==> src/rtl/wbuf_pkg.sv <==
package wbuf_pkg;
  typedef enum logic [1:0] {
    LK_NONE = 2'd0,
    LK_MEM  = 2'd1,
    LK_HIT  = 2'd2,
    LK_WAIT = 2'd3
  } lookup_e;
endpackage

==> src/rtl/wbuf_row_store.sv <==
module wbuf_row_store #(
  parameter int DEPTH = 4,
  parameter int WORDS = 4,
  parameter int DW    = 32,
  parameter int LAW   = 14,
  localparam int PTR_W = (DEPTH > 1) ? $clog2(DEPTH) : 1,
  localparam int OFF_W = $clog2(WORDS),
  localparam int LW    = WORDS * DW
) (
  input  logic                            clk,
  input  logic                            rst_n,
  input  logic                            wr_en,
  input  logic                            wr_new,
  input  logic [PTR_W-1:0]                wr_row,
  input  logic [OFF_W-1:0]                wr_word,
  input  logic [LAW-1:0]                  wr_tag,
  input  logic [DW-1:0]                   wr_data,
  output logic [DEPTH-1:0][LAW-1:0]       row_tag,
  output logic [DEPTH-1:0][WORDS-1:0]     row_mask,
  output logic [DEPTH-1:0][LW-1:0]        row_data
);

  for (genvar r = 0; r < DEPTH; r++) begin : g_row
    logic             row_we;
    logic [LAW-1:0]   tag_q, tag_d;
    logic [WORDS-1:0] mask_q, mask_d, word_sel;

    always_comb begin
      row_we   = wr_en && (wr_row == PTR_W'(r));
      word_sel = WORDS'(1) << wr_word;
      tag_d    = wr_new ? wr_tag : tag_q;
      mask_d   = wr_new ? word_sel : (mask_q | word_sel);
    end

    always_ff @(posedge clk or negedge rst_n) begin
      if (!rst_n) begin
        tag_q  <= '0;
        mask_q <= '0;
      end else if (row_we) begin
        tag_q  <= tag_d;
        mask_q <= mask_d;
      end
    end

    assign row_tag[r]  = tag_q;
    assign row_mask[r] = mask_q;

    for (genvar w = 0; w < WORDS; w++) begin : g_word
      logic [DW-1:0] word_q;
      logic          word_we;

      always_comb word_we = row_we && (wr_word == OFF_W'(w));

      always_ff @(posedge clk) begin
        if (word_we) word_q <= wr_data;
      end

      assign row_data[r][w*DW +: DW] = word_q;
    end
  end

endmodule

==> src/rtl/wbuf_line_match.sv <==
module wbuf_line_match #(
  parameter int DEPTH = 4,
  parameter int LAW   = 14,
  localparam int PTR_W = (DEPTH > 1) ? $clog2(DEPTH) : 1
) (
  input  logic                      clk,
  input  logic                      rst_n,
  input  logic [DEPTH-1:0][LAW-1:0] row_tag,
  input  logic [DEPTH-1:0]          occ,
  input  logic                      busy,
  input  logic [PTR_W-1:0]          head,
  input  logic [LAW-1:0]            wr_tag,
  input  logic [LAW-1:0]            rd_tag,
  output logic [DEPTH-1:0]          wr_hit,
  output logic [DEPTH-1:0]          rd_match
);

  for (genvar r = 0; r < DEPTH; r++) begin : g_cmp
    logic sending;
    always_comb begin
      sending     = busy && (head == PTR_W'(r));
      wr_hit[r]   = occ[r] && !sending && (row_tag[r] == wr_tag);
      rd_match[r] = occ[r] && (row_tag[r] == rd_tag);
    end
  end

  // at most one open row owns any line
  p_single_owner_r3: assert property (@(posedge clk) disable iff (!rst_n)
    $onehot0(wr_hit));

endmodule

==> src/rtl/wbuf_drain_ctl.sv <==
module wbuf_drain_ctl #(
  parameter int DEPTH = 4,
  localparam int PTR_W = (DEPTH > 1) ? $clog2(DEPTH) : 1,
  localparam int CNT_W = $clog2(DEPTH + 1)
) (
  input  logic             clk,
  input  logic             rst_n,
  input  logic             alloc,
  input  logic             want,
  input  logic             block,
  input  logic             mem_ready,
  output logic [PTR_W-1:0] head,
  output logic [PTR_W-1:0] tail,
  output logic [DEPTH-1:0] occ,
  output logic             busy,
  output logic             full
);

  logic [PTR_W-1:0] head_q, head_d, tail_q, tail_d;
  logic [CNT_W-1:0] cnt_q, cnt_d;
  logic [DEPTH-1:0] occ_q, occ_d;
  logic             busy_q, busy_d;
  logic             start, pop;

  function automatic logic [PTR_W-1:0] step_ptr(input logic [PTR_W-1:0] p);
    return (p == PTR_W'(DEPTH - 1)) ? '0 : p + 1'b1;
  endfunction

  always_comb begin
    start  = !busy_q && (cnt_q != '0) && want && !block;
    pop    = busy_q && mem_ready;
    busy_d = start ? 1'b1 : (pop ? 1'b0 : busy_q);
    head_d = pop   ? step_ptr(head_q) : head_q;
    tail_d = alloc ? step_ptr(tail_q) : tail_q;
    cnt_d  = cnt_q + CNT_W'(alloc) - CNT_W'(pop);
    occ_d  = occ_q;
    if (pop)   occ_d[head_q] = 1'b0;
    if (alloc) occ_d[tail_q] = 1'b1;
  end

  always_ff @(posedge clk or negedge rst_n) begin
    if (!rst_n) begin
      head_q <= '0;
      tail_q <= '0;
      cnt_q  <= '0;
      occ_q  <= '0;
      busy_q <= 1'b0;
    end else begin
      head_q <= head_d;
      tail_q <= tail_d;
      cnt_q  <= cnt_d;
      occ_q  <= occ_d;
      busy_q <= busy_d;
    end
  end

  assign head = head_q;
  assign tail = tail_q;
  assign occ  = occ_q;
  assign busy = busy_q;
  assign full = (cnt_q == CNT_W'(DEPTH));

  // occupancy never exceeds the row count and tracks the occupied bits
  p_no_overflow_r4: assert property (@(posedge clk) disable iff (!rst_n)
    (cnt_q <= CNT_W'(DEPTH)) && ($countones(occ_q) == int'(cnt_q)));
  // a new row is never claimed on top of an occupied one
  p_alloc_free_r2: assert property (@(posedge clk) disable iff (!rst_n)
    alloc |-> !occ_q[tail_q]);
  // an offered transfer stays offered until taken
  p_hold_offer_r5: assert property (@(posedge clk) disable iff (!rst_n)
    (busy_q && !mem_ready) |=> busy_q);
  // a lookup bound for memory keeps a new transfer from starting
  p_read_first_r10: assert property (@(posedge clk) disable iff (!rst_n)
    (!busy_q && block) |=> !busy_q);

endmodule

==> src/rtl/wbuf_merge.sv <==
module wbuf_merge
  import wbuf_pkg::*;
#(
  parameter int DEPTH = 4,
  parameter int WORDS = 4,
  parameter int DW    = 32,
  parameter int AW    = 16,
  localparam int OFF_W = $clog2(WORDS),
  localparam int LAW   = AW - OFF_W,
  localparam int LW    = WORDS * DW,
  localparam int PTR_W = (DEPTH > 1) ? $clog2(DEPTH) : 1
) (
  input  logic             clk,
  input  logic             rst_n,
  input  logic             wr_valid,
  output logic             wr_ready,
  input  logic [AW-1:0]    wr_addr,
  input  logic [DW-1:0]    wr_data,
  input  logic             drain_req,
  input  logic             rd_valid,
  input  logic [LAW-1:0]   rd_addr,
  output logic             rd_hit,
  output logic             rd_wait,
  output logic             rd_mem,
  output logic [LW-1:0]    rd_line,
  output logic             mem_valid,
  input  logic             mem_ready,
  output logic [LAW-1:0]   mem_addr,
  output logic [LW-1:0]    mem_data,
  output logic [WORDS-1:0] mem_mask
);

  // reset: asynchronous assertion, synchronous release
  logic [1:0] rst_sync_q;
  logic       rst_int_n;

  always_ff @(posedge clk or negedge rst_n) begin
    if (!rst_n) rst_sync_q <= 2'b00;
    else        rst_sync_q <= {rst_sync_q[0], 1'b1};
  end
  assign rst_int_n = rst_sync_q[1];

  logic [DEPTH-1:0][LAW-1:0]   row_tag;
  logic [DEPTH-1:0][WORDS-1:0] row_mask;
  logic [DEPTH-1:0][LW-1:0]    row_data;
  logic [DEPTH-1:0]            occ, wr_hit, rd_match;
  logic [PTR_W-1:0]            head, tail, wr_row, hit_row, rd_row;
  logic                        busy, full, merge, accept, alloc;
  logic                        on_drain, want, block;
  logic [LAW-1:0]              wr_tag;
  logic [OFF_W-1:0]            wr_word;
  lookup_e                     lk;

  assign wr_tag  = wr_addr[AW-1:OFF_W];
  assign wr_word = wr_addr[OFF_W-1:0];

  wbuf_line_match #(.DEPTH(DEPTH), .LAW(LAW)) u_match (
    .clk      (clk),
    .rst_n    (rst_int_n),
    .row_tag  (row_tag),
    .occ      (occ),
    .busy     (busy),
    .head     (head),
    .wr_tag   (wr_tag),
    .rd_tag   (rd_addr),
    .wr_hit   (wr_hit),
    .rd_match (rd_match)
  );

  // store side: merge or claim the tail row
  always_comb begin
    hit_row = '0;
    for (int i = 0; i < DEPTH; i++) begin
      if (wr_hit[i]) hit_row = PTR_W'(i);
    end
    merge    = |wr_hit;
    wr_ready = !full || merge;
    accept   = wr_valid && wr_ready;
    alloc    = accept && !merge;
    wr_row   = merge ? hit_row : tail;
  end

  wbuf_row_store #(.DEPTH(DEPTH), .WORDS(WORDS), .DW(DW), .LAW(LAW)) u_rows (
    .clk      (clk),
    .rst_n    (rst_int_n),
    .wr_en    (accept),
    .wr_new   (alloc),
    .wr_row   (wr_row),
    .wr_word  (wr_word),
    .wr_tag   (wr_tag),
    .wr_data  (wr_data),
    .row_tag  (row_tag),
    .row_mask (row_mask),
    .row_data (row_data)
  );

  // lookup side
  always_comb begin
    rd_row = '0;
    for (int i = 0; i < DEPTH; i++) begin
      if (rd_match[i] && !(busy && head == PTR_W'(i))) rd_row = PTR_W'(i);
    end
    on_drain = busy && rd_match[head];
    if (!rd_valid)                                lk = LK_NONE;
    else if (!(|rd_match))                        lk = LK_MEM;
    else if (on_drain || !(&row_mask[rd_row]))    lk = LK_WAIT;
    else                                          lk = LK_HIT;
  end

  assign rd_hit  = (lk == LK_HIT);
  assign rd_wait = (lk == LK_WAIT);
  assign rd_mem  = (lk == LK_MEM);
  assign rd_line = row_data[rd_row];

  // drain arbitration
  assign want  = full || drain_req || rd_wait;
  assign block = rd_mem;

  wbuf_drain_ctl #(.DEPTH(DEPTH)) u_drain (
    .clk       (clk),
    .rst_n     (rst_int_n),
    .alloc     (alloc),
    .want      (want),
    .block     (block),
    .mem_ready (mem_ready),
    .head      (head),
    .tail      (tail),
    .occ       (occ),
    .busy      (busy),
    .full      (full)
  );

  assign mem_valid = busy;
  assign mem_addr  = row_tag[head];
  assign mem_data  = row_data[head];
  assign mem_mask  = row_mask[head];

  // the offered line does not change under backpressure
  p_stable_offer_r5: assert property (@(posedge clk) disable iff (!rst_int_n)
    (mem_valid && !mem_ready) |=>
      (mem_valid && $stable(mem_addr) && $stable(mem_data) && $stable(mem_mask)));
  // a stalled store implies every row is taken
  p_stall_full_r4: assert property (@(posedge clk) disable iff (!rst_int_n)
    !wr_ready |-> ($countones(occ) == DEPTH));
  // lookup answers are exclusive and present only on request
  p_one_answer_r12: assert property (@(posedge clk) disable iff (!rst_int_n)
    rd_valid ? $onehot({rd_hit, rd_wait, rd_mem}) : ({rd_hit, rd_wait, rd_mem} == 3'b000));
  // a waiting lookup gets a transfer going
  p_wait_drains_r9: assert property (@(posedge clk) disable iff (!rst_int_n)
    (rd_wait && !mem_valid) |=> mem_valid);
  // no trigger, no drain
  p_idle_hold_r11: assert property (@(posedge clk) disable iff (!rst_int_n)
    (!mem_valid && wr_ready && !merge && !drain_req && !rd_wait) |=> !mem_valid);
  // an offered row always carries at least one written word
  p_mask_live_r6: assert property (@(posedge clk) disable iff (!rst_int_n)
    mem_valid |-> (mem_mask != '0));

endmodule

==> config.mk <==
export PLATFORM = sky130hd
export DESIGN_NAME = wbuf_merge
export DESIGN_NICKNAME = d
export VERILOG_FILES = /design/src/rtl/wbuf_pkg.sv /design/src/rtl/wbuf_row_store.sv /design/src/rtl/wbuf_line_match.sv /design/src/rtl/wbuf_drain_ctl.sv /design/src/rtl/wbuf_merge.sv
export SDC_FILE = /design/constraint.sdc
export NUM_CORES = 1
export LEC_CHECK = 0
export ABC_CLOCK_PERIOD_IN_PS = 7300
export BUFFER_PORTS_ARGS = -buffer_cell sky130_fd_sc_hd__buf_2
export CAP_MARGIN = 20
export CORE_MARGIN = 3
export CORE_UTILIZATION = 55
export CTS_BUF_LIST = sky130_fd_sc_hd__clkbuf_16
export DETAILED_ROUTE_END_ITERATION = 10
export PLACE_DENSITY = 0.76
export SETUP_SLACK_MARGIN = 0.3
export SLEW_MARGIN = 20
export SYNTH_ARGS = -nofsm -noshare
export SYNTH_HDL_FRONTEND = slang
export SYNTH_SLANG_ARGS = --single-unit
==> constraint.sdc <==
create_clock -name clk -period 7.3 [get_ports clk]
set_clock_uncertainty 0.05 [all_clocks]
set_input_delay 1.095 -clock clk [delete_from_list [all_inputs] [get_ports clk]]
set_output_delay 1.095 -clock clk [all_outputs]
set_load 0.03 [all_outputs]
==> metrics <==
outcome finished with violations; failing checks max-slew violations; CP peak stage delay 760 ps; die area about 0.052 mm^2; TNS Setup 0 ps; post-route insts no fill around 2700; dpl cells roughly 2500; Vias/cell 6.56; crit path DAT between 4000 and 5000 ps; Yosys warnings 0; first-pass GRT wire length about 120000 um; max-cap violation count 0; Skew-Pair Late Insertion Delay between 600 and 700 ps; drt wl/cell 29.2 um; H-tree depth 2; WL final about 77000 um; FFs w/ async S/R, synth between 10% and 20%; worst r2r path cells 10; Die Wd 229 um; grt ovf 0; PortBufs about 350; post-route ant nets 0; Slew @ Worst Pin roughly 1600 ps; Tcrit/Tclk final slightly below 80%; Final Max Slew Viols 57; hold-fix buffers at CTS 0; DR DRC count 0; Slew Limit Headroom -8.92%; r2r setup slk roughly 2400 ps; crit-path leading delay family simple AND/OR/NAND/NOR gates; synthesized flop and latch total between 500 and 600; Worst setup EP type output pin; Syn Area/Cell around 17 um^2; core area between 0.04 and 0.05 mm^2; Netlist cell types 62; fin worst setup slack roughly 1500 ps; clock power share about a quarter; Critical R2R Launch u_drain.head[0]$_DFFE_PN0P_; post-layout min period 5800 ps; Total GRT Usage between 20% and 30%; FF+latch area 0.0175 mm^2; clk root buf clkbuf_16; largest net degree at the start of global routing approximately 130; IO Pins between 300 and 400; Die Ht 229 um; EDFF count, synth between 500 and 600; Worst Path Buf+Inv 3; Total Power between 10 and 15 mW; maximum clock path buffer count 3; Most Crowded Layer GR met2; clock sink count roughly 600; P_int around 7.4 mW; Critical Path RT roughly 6200 ps; Crit-path slowest cell nor4_1; worst hold path class in2async; met2 Track Usage GR 47.4%; row count 80; Starting Density 56.4%; top cells by area, synth edfxtp_1 56%, mux4_2 12%, dfrtp_1 7.9%; mapped cell area approximately 0.027 mm^2; met1 Use GR between 30% and 40%; Net Sw Power around 4.4 mW; antenna cells 0; cell taking the most area after synthesis edfxtp_1; post-layout util 65.1%; Fill cells around 3400; Placement Cell Area ~0.030 mm^2; vias in the first global route approximately 18000; most frequent cell on the critical path buf_2; share of layout cells above drive strength 1 34.5%; Gates resized, CTS repair 0; 1st-iter DRT viols 1794; final instance area about 0.031 mm^2; DR pass1 iterations 5; via count roughly 17000; Achievable Freq 172 MHz; Setup crit start kind input pin; CP cell instances buf_2, xnor2_1, nand4_1, nor4_1, a22oi_2, buf_12, mux2i_1, a21oi_1, buf_2; postcts setup bufs 0; r2r endpoint u_rows.g_row[0].g_word[3].word_q[10]$_DFFE_PP_; Cell Pwr Density approximately 370 mW/mm^2; Fin. Hold Viols 0; Clock transition at path regs about 60 ps; final hold slack 212 ps; sequential area share after synthesis about 64%; Crit Path Max Fanout 130; Setup Slack @ Placement 1920 ps; Net Sw Frac between 30% and 40%; Top FF cell, synth edfxtp_1; GPL Wtd Cong slightly below 0.9; leakage component of the power approximately 12 nW; TritonCTS clock tree built; DP HPWL 48500 um; Num CTS Buffers 60; Crit Path Class in2out; Cells after Synth about 1600; Area Growth Syn to Fin 15.4%; Comb pwr share between 30% and 40%; Seq pwr share about two fifths; Worst IR Drop VDD 0.000335 V; Multi-input gate area between 0.009 and 0.01 mm^2; GRT met3 Usage approximately 6.5%; post-synth top area share between 50 and 60%; RSZ-0062 raised after global routing no; syn_nets roughly 1700; fin nets 2025; Final Setup Violations 0; initial antenna violation count 0
how the worst max path moves through the flow:
stage                                      startpoint                                       endpoint  slack [ps]  cells past startpoint
after global routing      u_drain.head[0]$_DFFE_PN0P_                                    rd_line[82]        1630                     10
after floorplan           u_drain.head[1]$_DFFE_PN0P_  u_rows.g_row[0].g_word[0].word_q[0]$_DFFE_PP_        2470                     12
after CTS                 u_drain.head[0]$_DFFE_PN0P_                                    rd_line[60]        1780                     10
final                                      rd_addr[5]                                    rd_line[30]        1500                      9
after global placement                     rd_addr[5]                                   rd_line[110]        1910                     10
after detailed placement                   rd_addr[5]                                   rd_line[110]        1920                     10
cell families (layout without fill, tap and decap cells):
family,count (synthesis),in the layout,share of synthesized area [%]
AOI/OAI and AO/OA,300,300,6.65
adders and majority gates,11,11,0.532
buffers and inverters,145,506,2.52
and+or+nand+nor,128,128,2.77
muxes,336,336,19.6
other,1,1,0.0138
DFF,598,598,64.3
xor gates and xnor gates,114,114,3.66
synthesized netlist by cell type (all sizes together), types with 11 or more instances:
| library cell | n |
|---|---|
| a21oi | 127 |
| buf | 84 |
| clkbuf | 44 |
| dfrtp | 86 |
| edfxtp | 512 |
| inv | 17 |
| mux2 | 58 |
| mux2i | 132 |
| mux4 | 146 |
| nand2 | 17 |
| nand3 | 12 |
| nand4 | 33 |
| nor2 | 21 |
| nor4 | 16 |
| o21ai | 11 |
| o22ai | 131 |
| o2bb2ai | 12 |
| xnor2 | 94 |
| xor2 | 20 |
area by class of cell:
| type | instances | area share (%) |
|---|---|---|
| well taps | 656 | 2.61 |
| flip-flops and latches | 598 | 55.7 |
| repair buffers | 379 | 6.47 |
| clock inverters | 50 | 0.974 |
| clock buffers | 60 | 4.77 |
| inverters | 17 | 0.203 |
| multi-input cells | 890 | 29.2 |
placed cells by master (no fill, tap or decap), types with 4 or more instances in the layout:
| cell | netlist | layout |
|---|---|---|
| a21oi_1 | 127 | 127 |
| xor2_1 | 20 | 20 |
| buf_4 | 8 | 29 |
| mux2_1 | 6 | 6 |
| edfxtp_1 | 512 | 512 |
| a22o_1 | 4 | 4 |
| xnor2_1 | 94 | 94 |
| nor4_1 | 16 | 16 |
| buf_2 | 51 | 346 |
| dfrtp_1 | 86 | 83 |
| o2bb2ai_1 | 12 | 12 |
| clkinv_1 | 0 | 20 |
| clkinv_2 | 0 | 6 |
| nor2_1 | 21 | 5 |
| mux2i_1 | 132 | 132 |
| o21ai_0 | 7 | 7 |
| nand4_1 | 33 | 33 |
| mux4_2 | 146 | 146 |
| or4_1 | 4 | 4 |
| ha_1 | 10 | 10 |
| mux2_2 | 34 | 34 |
| clkbuf_16 | 0 | 60 |
| nor2_4 | 0 | 16 |
| o22ai_1 | 131 | 131 |
| inv_1 | 17 | 33 |
| mux2_4 | 18 | 18 |
| nand3_1 | 11 | 11 |
| nand2_1 | 15 | 14 |
sequential cells by signal, summed over array words and instances, names as in the netlist:
register and count:
rst_sync_q 2, u_drain.busy 1, u_drain.cnt_q 3, u_drain.head 2
u_drain.occ 4, u_drain.tail 2, u_rows.g_row.g_word.word_q 512, u_rows.g_row.mask_q 16
u_rows.g_row.tag_q 56
power by group through the flow:
stage               Clock [mW]  Sequential, mW  Combinational, mW
floorplan                    0            4.45               3.20
global placement             0            4.62               4.32
global route              3.02            4.63               4.57
finish                    2.83            4.58               4.35
CTS                       2.87            4.58               4.38
detailed placement           0            4.65               4.35
metal layers:
| layer | vias up | routed length [um] |
|---|---|---|
| met3 | 183 | 7350 |
| met4 | 0 | 3320 |
| li1 | 7249 | - |
| met1 | 8969 | 29000 |
| met2 | 987 | 37600 |
| met5 | - | 0 |
Power figures use the tool's default switching activity.
